`src/rtl/snap_counter64.sv`:
```
`timescale 1ns/1ps
module snap_counter64 #(
  parameter int REG_W  = 32,
  parameter int ADDR_W = 4,
  parameter int CAP_BIT = 1,
  parameter int CLR_BIT = 0,
  parameter logic [2*REG_W-1:0] COUNT_RST = '0
) (
  input  logic              clk,
  input  logic              rst_n,
  input  logic              cnt_en,
  input  logic              wr_en,
  input  logic [ADDR_W-1:0] addr,
  input  logic [REG_W-1:0]  wdata,
  output logic [REG_W-1:0]  rdata
);
  localparam int CNT_W = 2 * REG_W;
  localparam logic [ADDR_W-1:0] LO_OFS  = ADDR_W'(0);
  localparam logic [ADDR_W-1:0] HI_OFS  = ADDR_W'(4);
  localparam logic [ADDR_W-1:0] CTL_OFS = ADDR_W'(8);
  localparam logic [REG_W-1:0]  CMD_MASK = (REG_W'(1) << CAP_BIT) | (REG_W'(1) << CLR_BIT);

  logic [CNT_W-1:0] cnt_q;
  logic [REG_W-1:0] lo_q, hi_q, ctl_q;

  wire sel_lo  = wr_en && (addr == LO_OFS);
  wire sel_hi  = wr_en && (addr == HI_OFS);
  wire sel_ctl = wr_en && (addr == CTL_OFS);

  always_ff @(posedge clk) begin
    if (!rst_n) begin
      cnt_q <= COUNT_RST;
      lo_q  <= '0;
      hi_q  <= '0;
      ctl_q <= '0;
    end else begin
      if (cnt_en) cnt_q <= cnt_q + CNT_W'(1);
      if (sel_lo) lo_q <= wdata;
      if (sel_hi) hi_q <= wdata;
      if (sel_ctl) begin
        ctl_q <= wdata & ~CMD_MASK;
        if (wdata[CLR_BIT]) begin
          lo_q <= '0;
          hi_q <= '0;
        end else if (wdata[CAP_BIT]) begin
          lo_q <= cnt_q[REG_W-1:0];
          hi_q <= cnt_q[CNT_W-1:REG_W];
        end
      end
    end
  end

  always_comb begin
    case (addr)
      LO_OFS:  rdata = lo_q;
      HI_OFS:  rdata = hi_q;
      CTL_OFS: rdata = ctl_q;
      default: rdata = '0;
    endcase
  end
endmodule

```
`config.mk`:
```
export PLATFORM = sky130hd
export DESIGN_NAME = snap_counter64
export DESIGN_NICKNAME = d
export VERILOG_FILES = /design/src/rtl/snap_counter64.sv
export SDC_FILE = /design/constraint.sdc
export NUM_CORES = 1
export LEC_CHECK = 0
export BUFFER_PORTS_ARGS = -buffer_cell sky130_fd_sc_hd__buf_2
export CAP_MARGIN = 15
export CORE_MARGIN = 3
export CORE_UTILIZATION = 64
export DETAILED_ROUTE_END_ITERATION = 10
export PLACE_DENSITY = 0.88
export SLEW_MARGIN = 40
export SYNTH_ARGS = -nofsm -noshare
export SYNTH_HDL_FRONTEND = slang
export SYNTH_SLANG_ARGS = --single-unit
```
`constraint.sdc`:
```
create_clock -name clk -period 3.3 [get_ports clk]
set_input_delay 0.33 -clock clk [delete_from_list [all_inputs] [get_ports clk]]
set_output_delay 0.33 -clock clk [all_outputs]
set_load 0.1 [all_outputs]
```
==> results.py, run 1 <==
metrics = {
    "floorplan": {
        "initial_utilization": 0.6694,
        "die_x_um": 113.9,
        "coreArea_mm2": 0.01113,
        "dieArea_mm2": 0.01297,
        "io_pins": 72,
        "die-height_um": 113.9,
        "rows": 38,
    },
    "logic_synthesis": {
        "async_reset_ff_frac": 0,
        "synthMostInstantiatedCell": "dfxtp_1",
        "synth_flop_cell": "dfxtp_1",
        "ys_ff_latch": 158,
        "synth_common_cells": "dfxtp_1, nand2_1, nor2_1",
        "yosysWarnings": 0,
        "syn_area_mm2": 0.007447,
        "seq_area_frac_synth": 0.4247,
        "syn-instance-count": 885,
        "avgSynthCellArea_um2": 8.415,
        "netlist.area_leader.share": 0.4247,
        "yosysUniqueCellTypes": 47,
        "synthTopCellsByArea": "dfxtp_1, mux2i_1, nand2_1",
        "synth_fp_nets": 926,
        "synth_enable_flop_cells": 0,
        "synth_top_cell_by_area": "dfxtp_1",
    },
    "min_path": {
        "hold_path_depth": 3,
        "hold_path.class": "input pin to flop",
    },
    "sta": {
        "layout_worst_path_cycle_share": 0.7568,
        "fin_ws_ns": 0.8025,
        "fmax_mhz": 400.4,
        "fin_hold_ws_ns": 0.1586,
        "slew_headroom": 0.6037,
        "finalCriticalPeriod_ns": 2.498,
        "rsz0062_at_grt": "false",
        "finalHoldViolCount": 0,
        "worst_slew_pin_slew_ns": 0.5899,
        "skew_ns": 0.006473,
        "tns_ns": 0,
        "setup_viol": 0,
        "slew_violations": 0,
    },
    "grt": {
        "track_usage": 0.3080,
        "grt_pass1_vias": 6476,
        "grt-ovfl-total": 0,
        "grt_pass1_wl_um": 32150,
        "grt_antenna_before_repair": 0,
        "grt_max_degree": 77,
    },
    "cts": {
        "cts_hold_buf": 0,
        "htree_levels": 4,
        "numCtsBuffers": 17,
        "cts-root-buf": "clkbuf_16",
        "clock-sinks": 158,
        "post_cts_buffers": 0,
        "ctsResizeCount": 0,
        "cts.reportedPaths.clkPinSlew_ns": 0.06,
        "clock_path_buffers": 2,
        "cts_tree": "built",
        "clock_latency_ns": 0.43,
    },
    "detailed_routing": {
        "ant_nets": 0,
        "num_vias": 6844,
        "drt_iter0_markers": 946,
        "via_per_inst": 6.314,
        "firstDrtPassIters": 5,
        "drc": 0,
        "wl_per_cell_um": 18.13,
        "routed_wl_um": 19650,
    },
    "placement": {
        "portBuffers": 71,
        "place_area_mm2": 0.007908,
        "hpwlAfterDp_um": 12850,
        "gp_congestion": 0.8709,
        "place_ws_ns": 0.8666,
    },
    "finish": {
        "final_area_mm2": 0.008526,
        "syn2layout_area_growth_pct": 14.48,
        "drive_gt1_frac": 0.1525,
        "antenna_cells": 0,
        "nets": 972,
        "nFillCells": 760,
    },
    "power": {
        "peakVddDrop_v": 0.0004724,
        "power_density_mw_per_mm2": 490.1,
        "fin_total_pwr_w": 0.004179,
        "p_leak_nw": 3.654,
    },
    "setup_path": {
        "worstPathMaxFanout": 17,
        "path_class": "flop to flop",
        "required_ns": 3.66,
        "worstPathArrival_ns": 2.85,
        "crit_path_start_kind": "flop",
        "reg2regPathDepth": 5,
        "endpoint_kind": "flop",
    },
    "job": {
        "drv_cap": 0,
    },
    "status": {
        "status": "finished, final reports clean",
    },
}
final timing paths:
| check | endpoint | from | slack (ns) |
|---|---|---|---|
| max | cnt_q[62] | cnt_q[15] | 0.80 |
| min | ctl_q[23] | wdata[23] | 0.16 |
| max reg2reg | cnt_q[62] | cnt_q[15] | 0.80 |
| min reg2reg | ctl_q[31] | ctl_q[31] | 0.46 |
cells in the final DEF, fill, tap and decap left out, drive strengths merged, types with 6 or more instances in the layout:
master / Yosys / final
o21ai: 17 / 17
nand4: 26 / 26
or4: 11 / 11
o31ai: 11 / 11
nor2: 102 / 102
a21oi: 55 / 55
xnor2: 15 / 15
buf: 16 / 86
mux2i: 65 / 65
dfxtp: 158 / 158
or3: 17 / 17
nor3: 12 / 12
clkbuf: 43 / 21
inv: 6 / 6
a22oi: 30 / 30
a211oi: 61 / 61
xor2: 16 / 16
nor4: 10 / 10
nand3: 27 / 27
nand2: 155 / 155
where the power goes:
group	leakage [nW]	total [W]	switching [W]	internal, W
sequential	1.28	0.00195	0.0000178	0.00193
clock	0.301	0.00203	0.000772	0.00126
combinational	2.08	0.000193	0.000131	0.0000625
total	3.65	0.00418	0.000921	0.00326
final cells by class:
class                           instances  area (µm²)  share of cell area
Clock buffer                           21       480.5             0.05635
Inverter                                6       25.02            0.002935
Timing Repair Buffer                   86       480.5             0.05635
Multi-Input combinational cell        662        4064              0.4767
Sequential cell                       158        3163              0.3710
Clock inverter                         11       137.6             0.01614
Tap cell                              140       175.2             0.02055
through the flow:
stage,utilization,instances
2_1_floorplan,-,885
3_3_place_gp,0.7105,1052
3_5_place_dp,0.7108,1052
4_1_cts,0.7663,1084
5_1_grt,0.7663,1084
6_report,0.7663,1084
routing by layer:
layer | vias to the layer above | GRT usage | share of wire
met3 | 56 | 0.07109 | 0.083
met5 | - | 0 | 0
li1 | 3261 | - | -
met4 | 0 | 0.1291 | 0.028
met2 | 297 | 0.4778 | 0.46
met1 | 3230 | 0.4149 | 0.43
flip-flops by register name, summed over array words and instances (netlist names):
register  cells
cnt_q        64
hi_q         32
lo_q         32
ctl_q        30
cells by family (layout without fill, tap and decap cells):
logic type,count (synthesis),after routing,share of synthesized area
flip-flops,158,158,0.4247
adder cells (fa/ha/maj),1,1,0.001680
AO/OA/AOI/OAI,184,184,0.1615
multiplexers,65,65,0.08737
AND/OR/NAND/NOR,381,381,0.2525
buffers and inverters,65,124,0.03579
XOR/XNOR,31,31,0.03646
worst max-delay path, cell delays in order, from the launching register on:
cell and delay, ns:
dfxtp_1 0.50, nand4_1 0.21, and4bb_4 0.51, nand4_2 0.42, or4_1 0.63, a21oi_1 0.15
(Power assumes the default switching activity.)
==> run 2, diff against run 1 <==
Settings changed: CORE_UTILIZATION 64 to 54, PLACE_DENSITY 0.88 to 0.8.
Clock period 3.3 ns to 2.2 ns, I/O delays scaled along.
==> results.py, run 2 (same netlist as run 1, synthesis figures left out) <==
metrics = {
    "grt": {
        "grt_max_degree": 124,
        "use_met1": 0.3677,
        "track_usage": 0.2753,
        "busiest_layer": "met2",
        "globalRouteMet2Util": 0.4271,
        "grt_pass1_vias": 6535,
        "met3_usage": 0.06633,
        "grt-ovfl-total": 0,
        "grt_pass1_wl_um": 32980,
        "grt_antenna_before_repair": 0,
    },
    "setup_path": {
        "reg2regPathDepth": 6,
        "critPathTopFamily": "simple AND/OR/NAND/NOR gates",
        "worstPathArrival_ns": 2.41,
        "cp-startpoint": "cnt_q[14]",
        "path_buf_inv": 1,
        "crit_path_cell_trace": "nand4_1, and4bb_4, buf_4, nand4_2, or3_1, a21oi_1",
        "endpoint_kind": "flop",
        "required_ns": 2.55,
        "crit_path_start_kind": "flop",
        "cpMaxStageDelayCell": "and4bb_4",
        "max_stage_delay_ns": 0.47,
        "crit_end": "cnt_q[57]",
        "path_class": "flop to flop",
        "rrSetupSlack_ns": 0.13,
        "worstSetupPathDepth": 6,
        "rr_endpoint": "cnt_q[57]",
        "worstPathMaxFanout": 10,
        "r2r-start": "cnt_q[14]",
    },
    "sta": {
        "finalCriticalPeriod_ns": 2.066,
        "rsz0062_at_grt": "true",
        "tns_ns": 0,
        "skew_ns": 0.01078,
        "finalHoldViolCount": 0,
        "fmax_mhz": 484.1,
        "slew_headroom": 0.5730,
        "slew_violations": 0,
        "setup_viol": 0,
        "worst_slew_pin_slew_ns": 0.6405,
        "layout_worst_path_cycle_share": 0.9390,
    },
    "cts": {
        "cts-root-buf": "clkbuf_16",
        "htree_levels": 4,
        "clock_latency_ns": 0.43,
        "cts_tree": "built",
        "post_cts_buffers": 0,
        "clock-sinks": 158,
        "clock_path_buffers": 2,
        "cts.reportedPaths.clkPinSlew_ns": 0.06,
        "numCtsBuffers": 17,
    },
    "finish": {
        "nFillCells": 943,
        "reg.largest.list": "cnt_q x64, hi_q x32, lo_q x32",
        "largest_register": "cnt_q",
        "final_cell_mix": "dfxtp_1, nand2_1, nor2_1",
        "drive_gt1_frac": 0.1754,
        "syn2layout_area_growth_pct": 25.57,
        "final_common_cell": "dfxtp_1",
        "largest_reg_flops": 64,
        "antenna_cells": 0,
        "utilization": 0.7006,
        "nets": 997,
    },
    "floorplan": {
        "die_x_um": 123.4,
        "coreArea_mm2": 0.01335,
        "die-height_um": 123.4,
        "io_pins": 72,
        "initial_utilization": 0.5579,
        "rows": 42,
        "dieArea_mm2": 0.01524,
    },
    "power": {
        "switching_power_w": 0.001375,
        "pwr-share-comb": 0.049,
        "clkPwrFrac": 0.508,
        "p_leak_nw": 3.908,
        "seq_power_share": 0.442,
        "fin_total_pwr_w": 0.006601,
        "power_density_mw_per_mm2": 705.9,
        "peakVddDrop_v": 0.0005388,
        "internal_power_w": 0.005226,
        "switching_share": 0.2084,
    },
    "detailed_routing": {
        "drc": 0,
        "via_per_inst": 6.106,
        "routed_wl_um": 20500,
        "drt_iter0_markers": 862,
        "wl_per_cell_um": 17.90,
        "firstDrtPassIters": 6,
        "ant_nets": 0,
        "num_vias": 6991,
    },
    "job": {
        "drv_cap": 0,
    },
    "status": {
        "status": "finished, final reports clean",
    },
    "min_path": {
        "hold_path.class": "input pin to flop",
    },
    "placement": {
        "gp_congestion": 0.9076,
        "portBuffers": 71,
        "hpwlAfterDp_um": 13640,
    },
}
[run 2: changes by cell type in the layout (fill, tap and decap cells not counted), moves of 2 or more]
cell / change
buf_2: -32
bufinv_16: +3
buf_4: +23
clkinv_2: -2
buf_12: +34
[run 2: area by class of cell]
cell class / count / area, µm² / area share
tap: 176 / 220.2 / 0.02355
multi-input combinational: 662 / 4091 / 0.4375
inverter: 6 / 22.52 / 0.002408
sequential: 158 / 3163 / 0.3382
clock buffer: 21 / 470.5 / 0.05031
timing repair buffer: 111 / 1174 / 0.1255
clock inverter: 11 / 210.2 / 0.02248
[run 2: layer usage]
metal,share of wire,wire length (µm)
met5,0,0
met4,0.029,594
met3,0.065,1339
met2,0.46,9418
met1,0.45,9143
[run 2: power groups by stage]
stage / combinational, W / sequential (W) / clock [W]
after floorplan: 0.000173 / 0.00298 / 0
after global placement: 0.000310 / 0.00298 / 0
after detailed placement: 0.000315 / 0.00298 / 0
after CTS: 0.000321 / 0.00292 / 0.00337
after global routing: 0.000346 / 0.00292 / 0.00348
final: 0.000325 / 0.00292 / 0.00336
[run 2: worst min-delay path by stage]
stage	from	end	slack [ns]	depth (start not counted)
global placement	ctl_q[28]	ctl_q[28]	0.44	2
finish	wdata[30]	ctl_q[30]	0.05	3
floorplan	wdata[10]	ctl_q[10]	0.36	2
detailed placement	ctl_q[16]	ctl_q[16]	0.45	2
CTS	wdata[9]	ctl_q[9]	0.04	3
global route	wdata[9]	ctl_q[9]	0.04	3
[run 2: what timing repair did]
item,CTS,global route
hold buffers,0,0
setup endpoints to repair,0,13
resized for setup,0,4
[run 2: tightest hold or removal path, stage by stage]
cell	delay, ns
buf_2	0.11
nand2_1	0.05
a21oi_1	0.05
[run 2: per-stage QoR]
| stage | setup WS, ns | instance area (µm²) | hold slack, ns | std cells |
|---|---|---|---|---|
| 3_5_place_dp | 0.1229 | 8643 | 0.4500 | 1113 |
| 4_1_cts | 0.09551 | 9324 | 0.04195 | 1145 |
| 3_3_place_gp | 0.1747 | 8643 | 0.4419 | 1113 |
| 6_report | 0.1342 | 9351 | 0.05119 | 1145 |
| 5_1_grt | -0.008994 | 9351 | 0.04398 | 1145 |
| 2_1_floorplan | 0.2200 | 7447 | 0.3560 | 885 |
